**src/rtl/mbox_pkg.sv**
```systemverilog
package mbox_pkg;

    localparam int BYTE_W  = 8;
    localparam int REG_AW  = 16;
    localparam int REG_DW  = 32;
    localparam int A_BYTES = REG_AW / BYTE_W;
    localparam int D_BYTES = REG_DW / BYTE_W;

    // Offset map: the upper nibble selects the mailbox, bits [3:2] the region
    localparam logic [3:0] MBOX_PAGE  = 4'hF;
    localparam logic [1:0] RGN_ADDR   = 2'b00;
    localparam logic [1:0] RGN_HOLD   = 2'b01;
    localparam logic [1:0] RGN_WDATA  = 2'b10;
    localparam logic [1:0] RGN_STAT   = 2'b11;

    localparam logic [7:0] OFS_LD_GO  = 8'hFC;
    localparam logic [7:0] OFS_ST_GO  = 8'hFE;

    // Status code bases: success = base, pending = base+1, failed = base+2
    localparam logic [7:0] LD_BASE    = 8'h00;
    localparam logic [7:0] ST_BASE    = 8'h04;
    localparam logic [7:0] CODE_RESET = 8'hFF;

    typedef enum logic [1:0] {
        PH_IDLE = 2'd0,
        PH_PEND = 2'd1,
        PH_OK   = 2'd2,
        PH_FAIL = 2'd3
    } phase_t;

    typedef enum logic {
        ACC_LD = 1'b0,
        ACC_ST = 1'b1
    } acc_kind_t;

    typedef struct packed {
        logic              we;
        logic [REG_AW-1:0] addr;
        logic [REG_DW-1:0] data;
    } bus_cmd_t;

    typedef struct packed {
        logic       wr_en;
        logic       rd_en;
        logic [7:0] off;
    } byte_acc_t;

    function automatic logic [7:0] stat_code(input acc_kind_t k, input phase_t p);
        logic [7:0] base;
        base = (k == ACC_LD) ? LD_BASE : ST_BASE;
        case (p)
            PH_IDLE: stat_code = CODE_RESET;
            PH_PEND: stat_code = base + 8'd1;
            PH_OK:   stat_code = base;
            default: stat_code = base + 8'd2;
        endcase
    endfunction

    function automatic logic in_page(input logic [7:0] off, input logic [1:0] rgn);
        in_page = (off[7:4] == MBOX_PAGE) && (off[3:2] == rgn);
    endfunction

endpackage

```
**src/rtl/mbox_port.sv**
```systemverilog
module mbox_port
    import mbox_pkg::*;
(
    input  logic       clk,
    input  logic       rst,
    input  logic       bp_valid,
    input  logic       bp_first,
    input  logic       bp_wr,
    input  logic [7:0] bp_offset,
    output byte_acc_t  acc,
    output logic       go_ld,
    output logic       go_st
);

    logic [7:0] ptr_q;
    logic [7:0] eff_off;

    assign eff_off = bp_first ? bp_offset : ptr_q;

    // Next-offset pointer: advances by one per byte, wraps at the top
    always_ff @(posedge clk) begin
        if (rst) begin
            ptr_q <= '0;
        end else if (bp_valid) begin
            ptr_q <= eff_off + 8'd1;
        end
    end

    always_comb begin
        acc.wr_en = bp_valid &  bp_wr;
        acc.rd_en = bp_valid & ~bp_wr;
        acc.off   = eff_off;
    end

    assign go_ld = acc.rd_en && (eff_off == OFS_LD_GO);
    assign go_st = acc.rd_en && (eff_off == OFS_ST_GO);

endmodule

```
**src/rtl/mbox_regs.sv**
```systemverilog
module mbox_regs
    import mbox_pkg::*;
(
    input  logic              clk,
    input  logic              rst,
    input  byte_acc_t         acc,
    input  logic [7:0]        bp_wdata,
    input  logic [7:0]        ld_code,
    input  logic [7:0]        st_code,
    input  logic              cap_en,
    input  logic [REG_DW-1:0] cap_word,
    output logic [7:0]        bp_rdata,
    output logic [REG_AW-1:0] ld_addr,
    output logic [REG_AW-1:0] st_addr,
    output logic [REG_DW-1:0] st_data,
    output logic [REG_DW-1:0] hold_word
);

    localparam int AREG_N = 2 * A_BYTES;

    logic [7:0] addr_q  [AREG_N];
    logic [7:0] wdata_q [D_BYTES];
    logic [7:0] hold_q  [D_BYTES];

    logic       hit_addr;
    logic       hit_wdata;
    logic [1:0] sub;

    assign hit_addr  = acc.wr_en && in_page(acc.off, RGN_ADDR);
    assign hit_wdata = acc.wr_en && in_page(acc.off, RGN_WDATA);
    assign sub       = acc.off[1:0];

    // Address bytes: load high/low, then store high/low
    for (genvar i = 0; i < AREG_N; i++) begin : g_addr
        always_ff @(posedge clk) begin
            if (rst) begin
                addr_q[i] <= '0;
            end else if (hit_addr && (sub == 2'(i))) begin
                addr_q[i] <= bp_wdata;
            end
        end
    end

    // Store data and load holding bytes, index 0 = most significant
    for (genvar i = 0; i < D_BYTES; i++) begin : g_data
        always_ff @(posedge clk) begin
            if (rst) begin
                wdata_q[i] <= '0;
            end else if (hit_wdata && (sub == 2'(i))) begin
                wdata_q[i] <= bp_wdata;
            end
        end

        always_ff @(posedge clk) begin
            if (rst) begin
                hold_q[i] <= '0;
            end else if (cap_en) begin
                hold_q[i] <= cap_word[REG_DW-1-8*i -: 8];
            end
        end

        assign st_data[REG_DW-1-8*i -: 8]   = wdata_q[i];
        assign hold_word[REG_DW-1-8*i -: 8] = hold_q[i];
    end

    for (genvar i = 0; i < A_BYTES; i++) begin : g_abus
        assign ld_addr[REG_AW-1-8*i -: 8] = addr_q[i];
        assign st_addr[REG_AW-1-8*i -: 8] = addr_q[A_BYTES+i];
    end

    always_comb begin
        bp_rdata = '0;
        if (acc.off[7:4] == MBOX_PAGE) begin
            case (acc.off[3:2])
                RGN_ADDR:  bp_rdata = addr_q[sub];
                RGN_HOLD:  bp_rdata = hold_q[sub];
                RGN_WDATA: bp_rdata = wdata_q[sub];
                default:   bp_rdata = sub[1] ? st_code : ld_code;
            endcase
        end
    end

endmodule

```
**src/rtl/mbox_seq.sv**
```systemverilog
module mbox_seq
    import mbox_pkg::*;
#(
    parameter int TIMEOUT = 256
) (
    input  logic              clk,
    input  logic              rst,
    input  logic              go_ld,
    input  logic              go_st,
    input  logic [REG_AW-1:0] ld_addr,
    input  logic [REG_AW-1:0] st_addr,
    input  logic [REG_DW-1:0] st_data,
    input  logic              ib_ready,
    input  logic              ib_err,
    output logic              ib_req,
    output bus_cmd_t          cmd,
    output phase_t            ld_phase,
    output phase_t            st_phase,
    output logic              cap_en
);

    localparam int CNT_W = (TIMEOUT > 1) ? $clog2(TIMEOUT) : 1;
    localparam logic [CNT_W-1:0] CNT_LAST = CNT_W'(TIMEOUT - 1);

    phase_t           ld_ph_q, st_ph_q;
    logic             act_q;
    bus_cmd_t         cmd_q;
    logic [CNT_W-1:0] wait_q;

    logic expired, finish, failed, start_ld, start_st;

    assign expired  = act_q && !ib_ready && (wait_q == CNT_LAST);
    assign finish   = act_q && (ib_ready || expired);
    assign failed   = expired || (act_q && ib_ready && ib_err);
    assign start_ld = !act_q && (ld_ph_q == PH_PEND);
    assign start_st = !act_q && !start_ld && (st_ph_q == PH_PEND);

    always_ff @(posedge clk) begin
        if (rst) begin
            ld_ph_q <= PH_IDLE;
            st_ph_q <= PH_IDLE;
            act_q   <= 1'b0;
            cmd_q   <= '0;
            wait_q  <= '0;
        end else begin
            if (go_ld && (ld_ph_q != PH_PEND)) begin
                ld_ph_q <= PH_PEND;
            end
            if (go_st && (st_ph_q != PH_PEND)) begin
                st_ph_q <= PH_PEND;
            end

            if (finish) begin
                act_q <= 1'b0;
                if (cmd_q.we) begin
                    st_ph_q <= failed ? PH_FAIL : PH_OK;
                end else begin
                    ld_ph_q <= failed ? PH_FAIL : PH_OK;
                end
            end else if (start_ld || start_st) begin
                act_q    <= 1'b1;
                wait_q   <= '0;
                cmd_q.we <= start_st;
                cmd_q.addr <= start_st ? st_addr : ld_addr;
                cmd_q.data <= start_st ? st_data : '0;
            end else if (act_q) begin
                wait_q <= wait_q + 1'b1;
            end
        end
    end

    assign ib_req   = act_q;
    assign cmd      = cmd_q;
    assign ld_phase = ld_ph_q;
    assign st_phase = st_ph_q;
    assign cap_en   = act_q && ib_ready && !ib_err && !cmd_q.we;

endmodule

```
**src/rtl/mbox_bridge.sv**
```systemverilog
module mbox_bridge
    import mbox_pkg::*;
#(
    parameter int TIMEOUT = 256
) (
    input  logic        clk,
    input  logic        rst,
    input  logic        bp_valid,
    input  logic        bp_first,
    input  logic        bp_wr,
    input  logic [7:0]  bp_offset,
    input  logic [7:0]  bp_wdata,
    output logic [7:0]  bp_rdata,
    output logic        ib_req,
    output logic        ib_we,
    output logic [15:0] ib_addr,
    output logic [31:0] ib_wdata,
    input  logic [31:0] ib_rdata,
    input  logic        ib_ready,
    input  logic        ib_err
);

    byte_acc_t         acc;
    logic              go_ld, go_st, cap_en;
    logic [REG_AW-1:0] ld_addr, st_addr;
    logic [REG_DW-1:0] st_data, hold_word;
    bus_cmd_t          cmd;
    phase_t            ld_phase, st_phase;
    logic [7:0]        ld_code, st_code;

    assign ld_code = stat_code(ACC_LD, ld_phase);
    assign st_code = stat_code(ACC_ST, st_phase);

    mbox_port u_port (
        .clk       (clk),
        .rst       (rst),
        .bp_valid  (bp_valid),
        .bp_first  (bp_first),
        .bp_wr     (bp_wr),
        .bp_offset (bp_offset),
        .acc       (acc),
        .go_ld     (go_ld),
        .go_st     (go_st)
    );

    mbox_regs u_regs (
        .clk       (clk),
        .rst       (rst),
        .acc       (acc),
        .bp_wdata  (bp_wdata),
        .ld_code   (ld_code),
        .st_code   (st_code),
        .cap_en    (cap_en),
        .cap_word  (ib_rdata),
        .bp_rdata  (bp_rdata),
        .ld_addr   (ld_addr),
        .st_addr   (st_addr),
        .st_data   (st_data),
        .hold_word (hold_word)
    );

    mbox_seq #(.TIMEOUT(TIMEOUT)) u_seq (
        .clk      (clk),
        .rst      (rst),
        .go_ld    (go_ld),
        .go_st    (go_st),
        .ld_addr  (ld_addr),
        .st_addr  (st_addr),
        .st_data  (st_data),
        .ib_ready (ib_ready),
        .ib_err   (ib_err),
        .ib_req   (ib_req),
        .cmd      (cmd),
        .ld_phase (ld_phase),
        .st_phase (st_phase),
        .cap_en   (cap_en)
    );

    assign ib_we    = cmd.we;
    assign ib_addr  = cmd.addr;
    assign ib_wdata = cmd.data;

endmodule

```
**config.mk**
```make
export PLATFORM = sky130hd
export DESIGN_NAME = mbox_bridge
export DESIGN_NICKNAME = d
export VERILOG_FILES = /design/src/rtl/mbox_pkg.sv /design/src/rtl/mbox_port.sv /design/src/rtl/mbox_regs.sv /design/src/rtl/mbox_seq.sv /design/src/rtl/mbox_bridge.sv
export SDC_FILE = /design/constraint.sdc
export NUM_CORES = 1
export LEC_CHECK = 0
export CELL_PAD_IN_SITES_DETAIL_PLACEMENT = 1
export CELL_PAD_IN_SITES_GLOBAL_PLACEMENT = 2
export CORE_ASPECT_RATIO = 1.4
export CORE_MARGIN = 1.5
export CORE_UTILIZATION = 32
export DETAILED_ROUTE_END_ITERATION = 8
export PLACE_DENSITY = 0.85
export SKIP_LAST_GASP = 1
export SYNTH_ARGS = -nofsm -noshare
export SYNTH_HDL_FRONTEND = slang
export SYNTH_SLANG_ARGS = --single-unit
```
**constraint.sdc**
```tcl
create_clock -name clk -period 2.17 [get_ports clk]
set_input_delay 0.3255 -clock clk [delete_from_list [all_inputs] [get_ports clk]]
set_output_delay 0.3255 -clock clk [all_outputs]
set_load 0.01 [all_outputs]
```
==> results.md, run 1 <==
* Largest net degree at the start of global routing at a little under 50
* Max VDD drop at between 500 and 600 µV
* Finished Core Util at 47.6%
* Power density over cell area at roughly 650 mW/mm²
* RePlAce Congestion at 0.921
* TNS Setup at -3390 ps
* Leakage power at about 0.0046 µW
* Tmin final at 2660 ps
* Clock Root Buffer: clkbuf_16
* Post-synth ARST share at 0%
* Synth warnings at 0
* Reg clk slew, reported paths at approximately 70 ps
* Final period utilization at 123%
* # port buffers at around 110
* Pins Over Slew Limit at 0
* Area of the die at between 0.02 and 0.03 mm²
* Drt pass-1 iters at 5
* CTS tree: built
* RSZ-0062 raised after global routing: yes
* # fillers at around 2,600
* Nets at ~1,100
* CP startpoint kind: flop
* All-Layer GR Usage at 22.4%
* Diodes inserted at 0
* Initial antenna violation count at 0
* Hold depth at 3
* Dominant synthesized flop cell: edfxtp_1
* Layout area overhead at 45.2%
* Starting Density at about 33%
* Post-Syn Area at ~0.0081 mm²
* Slew Limit Headroom at a little under two thirds
* Yosys top cell by area: edfxtp_1
* Average size of a mapped cell at around 11 µm²
* Total DRC errors in the routed layout at 0
* Sink Count at approximately 170
* EDFF count, synth at 96
* CP required at between 1500 and 2000 ps
* Synth cell types at 66
* Die height at 191 µm
* Min-delay src: rst
* Failing checks: setup timing
* CTS Buffer Depth at 2
* Mean routed wirelength per cell at 21.6 µm
* Post-synthesis sequential area ratio at a little over half
* Worst r2r dst: u_port.ptr_q[6]$_SDFFE_PP0P_
* Mapped Nets at just over 800
* Die Width at around 140 µm
* Most frequent cell after synthesis: and2_1
* # H-tree levels at 4
* CTS buffer count at 17
* Worst Max-Slew Pin Slew at 544 ps
* Cells after Synth at ~760
* Final Setup Violations at 8
* Vias in the first global route at approximately 7,500
* R2R depth at 11
* Via count at just over 7,000
* Status: complete, but fails checks
* CP Max Fanout at 3
* Placed wire-length estimate at 20,600 µm
* Hold WS at between 400 and 500 ps
* Worst skew pair latency at roughly 450 ps
* First-pass GRT wire length at ~44,000 µm
* Reg2Reg Setup Slack at 30 ps
* Core Region at about 0.025 mm²
* Top Ports at roughly 110
* Worst Skew at roughly 11 ps
* Total grt overflow at 0
* Worst path arrival time at ~2300 ps
* Fmax achieved at around 380 MHz
* Total wire length at a little under 30,000 µm
* Via density at roughly 5.3
* Worst setup EP type: primary output
* Hold_buf cts at 0
* Worst r2r src: u_port.ptr_q[1]$_SDFFE_PP0P_
* Maxcap violations at 0
* Ratio of cells with drive above 1 in the final layout at between 20 and 30%
* Post-DRT Antenna Nets at 0
* Final Hold Viols at 0
* Yosys reg bits at roughly 170
* FP Rows at just under 70
* Hold crit path type: in2reg
* End of the worst hold path: u_port.ptr_q[3]$_SDFFE_PP0P_
* Synth area leaders: edfxtp_1 36%, dfxtp_1 17%, and2_1 7.6%, nor2_1 3.7%, a22o_1 3.5%
* Worst Slack Setup Final at -491 ps
* Iteration-0 DRC count of the detailed router at ~570
* CP Class: reg2out
* Most instantiated cells after synthesis: 99 x and2_1, 96 x edfxtp_1, 81 x nor2_1, 70 x dfxtp_1, 37 x o21ai_0
* Synth top area share at a little over a third
sequential cells by signal, summed over array words and instances, names as in the netlist:
signal          cells
u_seq.st_phase      2
u_regs.hold_q      32
u_regs.wdata_q     32
u_seq.ib_req        1
u_seq.cmd          49
u_seq.wait_q        8
u_regs.addr_q      32
u_seq.ld_phase      2
u_port.ptr_q        8
critical path: stages, from the launching register on:
cell and delay [ps]:
dfxtp_4 370, mux2i_4 200, buf_12 150, buf_6 90
mux4_2 480, mux2i_1 180, buf_4 180, a221oi_4 70
buf_2 170
per-layer routing:
metal	routed length, µm	vias up	track usage (%)	part of all wire, %
li1	-	3275	-	-
met1	11500	3543	25.9	40
met2	14800	239	39.0	51
met3	1240	76	4.16	4.3
met4	1420	0	11.7	4.9
met5	0	-	0	0
what timing repair did:
action,4_1_cts,5_1_grt
setup buffers,18,4
pin swaps,21,15
endpoints found under the setup margin,144,111
resized for setup,105,35
gates cloned,2,0
layout make-up:
type / instances / area [µm²] / area share, %
Sequential cell: 166 / 4290 / 36.4
Clock inverter: 12 / 125 / 1.06
Multi-Input combinational cell: 525 / 3850 / 32.7
Tap cell: 315 / 394 / 3.34
Timing Repair Buffer: 273 / 2530 / 21.5
Inverter: 28 / 111 / 0.945
Clock buffer: 20 / 479 / 4.07
power by group:
group | total (µW) | switching [µW] | internal, µW
Combinational | 1060 | 529 | 527
Sequential | 3460 | 65.6 | 3390
Clock | 3090 | 1430 | 1660
Total | 7610 | 2030 | 5580
logic make-up (layout without fill, tap and decap cells):
kind of cell	count (synthesis)	count (layout)	synth area share [%]
fa+ha+maj	10	10	1.54
compound gates	179	179	15.7
mux	25	25	5.03
xor+xnor	9	9	0.971
buf+inv	70	333	3.76
simple gates	302	302	20.2
flops	166	166	52.8
worst max path at each step:
stage	startpoint	to	slack (ps)	cells past startpoint
floorplan	u_port.ptr_q[0]$_SDFFE_PP0P_	u_port.ptr_q[6]$_SDFFE_PP0P_	9	9
global placement	bp_first	bp_rdata[7]	-1210	10
detailed placement	bp_first	bp_rdata[7]	-1320	10
CTS	u_port.ptr_q[1]$_SDFFE_PP0P_	bp_rdata[5]	-500	8
global route	u_port.ptr_q[1]$_SDFFE_PP0P_	bp_rdata[3]	-580	8
finish	u_port.ptr_q[1]$_SDFFE_PP0P_	bp_rdata[5]	-490	8
cell usage in the layout (no fill, tap or decap), drive strengths merged, types with 22 or more instances in the layout:
cell type,n
buf,169
nand2,25
nor2,81
edfxtp,96
nor3,22
clkdlybuf4s50,99
inv,34
and2,100
o21ai,37
a22o,32
a21oi,23
dfxtp,70
through the flow:
step | area (µm²) | std cells | setup slack, ps | power [µW]
6_report | 11800 | 1339 | -491 | 7610
5_1_grt | 11800 | 1339 | -577 | 7830
4_1_cts | 11700 | 1337 | -503 | 7620
3_5_place_dp | 10700 | 1290 | -1320 | 4400
3_3_place_gp | 10700 | 1290 | -1210 | 4380
2_1_floorplan | 8120 | 761 | 9.43 | 3870
(Power assumes the default switching activity.)
==> run 2, diff against run 1 <==
==> constraint.sdc (replaced) <==
create_clock -name clk -period 2.17 [get_ports clk]
set_input_delay 0.3255 -clock clk [delete_from_list [all_inputs] [get_ports clk]]
set_output_delay 0.3255 -clock clk [all_outputs]
set_load 0.005 [all_outputs]
==> results.md, run 2 (same netlist as run 1, synthesis figures left out) <==
* Finished Core Util at 47.1% (-0.46 points)
* Total wire length at 28,500 µm (-1.6%)
* Nets at 1,071 (-0.46%)
* Worst Slack Setup Final at -517 ps (-26.1 ps)
* Final Hold Viols at 0 (unchanged)
* FP Rows at 68 (unchanged)
* Mean routed wirelength per cell at 21.3 µm (-1.2%)
* Drt pass-1 iters at 5 (unchanged)
* Area of the die at 0.0263 mm² (unchanged)
* Worst setup EP type: primary output
* Worst r2r src: u_port.ptr_q[3]$_SDFFE_PP0P_
* Reg clk slew, reported paths at 70 ps (about the same)
* CTS buffer count at 17 (unchanged)
* Total grt overflow at 0 (unchanged)
* CP Max Fanout at 4 (+1)
* End of the worst hold path: u_seq.ib_req$_SDFFE_PP0N_
* Worst path arrival time at 2360 ps (+20 ps)
* Sink Count at 166 (unchanged)
* Min-delay src: rst
* Via count at 7,011 (-1.7%)
* Diodes inserted at 0 (unchanged)
* Tmin final at 2690 ps (+26.1 ps)
* Starting Density at 32.8% (unchanged)
* Pins Over Slew Limit at 0 (unchanged)
* Most frequent cells in the layout: 130 x buf_4, 99 x and2_1, 98 x clkdlybuf4s50_1
* Worst r2r dst: u_regs.addr_q[1][5]$_SDFFCE_PN0P_
* RSZ-0062 raised after global routing: yes
* Power density over cell area at 648 mW/mm² (+0.40%)
* All-Layer GR Usage at 22.2% (-0.21 points)
* Via density at 5.26 (-1.3%)
* Core Region at 0.0248 mm² (unchanged)
* Vias in the first global route at 7,375 (-1.9%)
* Post-place setup slack at -1230 ps (+92.6 ps)
* Post-DRT Antenna Nets at 0 (unchanged)
* Failing checks: setup timing
* Iteration-0 DRC count of the detailed router at 461 (-20%)
* Wire length on met2 at 15,000 µm (+1.7%)
* Initial antenna violation count at 0 (unchanged)
* Final period utilization at 124% (+1.2 points)
* Total DRC errors in the routed layout at 0 (unchanged)
* First-pass GRT wire length at 42,900 µm (-1.6%)
* Total power at 7560 µW (-0.58%)
* Commonest non-fill, non-tap cell in the layout: buf_4
* Status: complete, but fails checks
* # H-tree levels at 4 (unchanged)
* Layout area overhead at 43.8%
* Maxcap violations at 0 (unchanged)
* Highest Signal Layer: met4
* Top Ports at 113 (unchanged)
* Fmax achieved at 372 MHz (-0.97%)
* Placed wire-length estimate at 20,400 µm (-0.73%)
* Leakage power at 0.00459 µW (-0.67%)
* CP startpoint kind: flop
* Metal-1 WL at 11,200 µm (-2.4%)
* Die height at 191 µm (unchanged)
* Largest net degree at the start of global routing at 49 (unchanged)
* Max FFs per register at 49 (unchanged)
* Worst Skew at 9.43 ps (-1.94 ps)
* Hold depth at 3 (unchanged)
* Hold crit path type: in2reg
* Max VDD drop at 574 µV (-0.56%)
* Final Setup Violations at 8 (unchanged)
* RePlAce Congestion at 0.876 (-4.9%)
* Die Width at 138 µm (unchanged)
* Ratio of cells with drive above 1 in the final layout at 26.7% (-1.0 points)
* CTS Buffer Depth at 2 (unchanged)
* CTS tree: built
* # port buffers at 112 (unchanged)
* Reg2Reg Setup Slack at 20 ps (about the same)
* CP Class: reg2out
* Worst Max-Slew Pin Slew at 487 ps (-57.5 ps)
* CP required at 1840 ps (about the same)
* R2R depth at 8 (-3)
* Hold_buf cts at 0 (unchanged)
* WL met3 at 990 µm (-20%)
* Worst skew pair latency at 450 ps (about the same)
* Slew Limit Headroom at 67.6% (+3.8 points)
* Clock Root Buffer: clkbuf_16
[run 2: cell types whose count changed in the layout (fill, tap and decap cells not counted), moves of 3 or more]
| cell | delta |
|---|---|
| buf_4 | -4 |
| nor2_1 | +3 |
| dlygate4sd2_1 | +3 |
| and3_2 | +3 |
| buf_6 | -6 |
[run 2: routing by layer]
| metal | vias up | GRT usage, % |
|---|---|---|
| met5 | - | 0 |
| met4 | 0 | 11.7 |
| met3 | 68 | 3.66 |
| met2 | 182 | 39.4 |
| met1 | 3480 | 25.3 |
| li1 | 3281 | - |
[run 2: layout make-up]
class	instances	area (µm²)
clock buffer	19	453
tap	315	394
clock inverter	13	134
multi-input combinational	525	3800
fill	2707	13100
timing repair buffer	268	2480
inverter	28	113
sequential	166	4300
[run 2: critical path, cell delays in order (launching register included)]
cell	delay, ps
dfxtp_4	380
mux2i_4	220
buf_12	150
buf_6	90
mux4_2	510
mux2i_1	160
buf_4	170
a221oi_4	70
buf_2	160
[run 2: worst max-delay path by stage]
stage	startpoint	to	slack, ps	cells past startpoint
after floorplan	u_port.ptr_q[0]$_SDFFE_PP0P_	u_port.ptr_q[6]$_SDFFE_PP0P_	9	9
after global placement	bp_first	bp_rdata[3]	-1210	9
after detailed placement	bp_first	bp_rdata[3]	-1230	9
after CTS	u_port.ptr_q[1]$_SDFFE_PP0P_	bp_rdata[5]	-480	8
after global routing	u_port.ptr_q[1]$_SDFFE_PP0P_	bp_rdata[5]	-550	8
final	u_port.ptr_q[1]$_SDFFE_PP0P_	bp_rdata[5]	-520	8
[run 2: what timing repair did]
item / CTS / global route
pin swaps: 22 / 8
endpoints found under the setup margin: 135 / 122
buffers inserted: 18 / 6
gates resized for setup: 100 / 21
gates cloned: 1 / 0
endpoints found under the hold margin: 0 / 0
[run 2: where the power goes]
group / internal, µW / total (µW) / switching [µW]
Sequential: 3390 / 3460 / 64.8
Clock: 1680 / 3070 / 1390
Combinational: 527 / 1040 / 510
[run 2: per-stage QoR]
step	hold WS, ps	instances	area [µm²]	setup TNS [ps]
after floorplan	454	761	8120	0
after global placement	461	1282	10600	-89750
after detailed placement	458	1282	10600	-92070
after CTS	367	1329	11600	-3490
after global routing	402	1334	11700	-4100
final	402	1334	11700	-3350
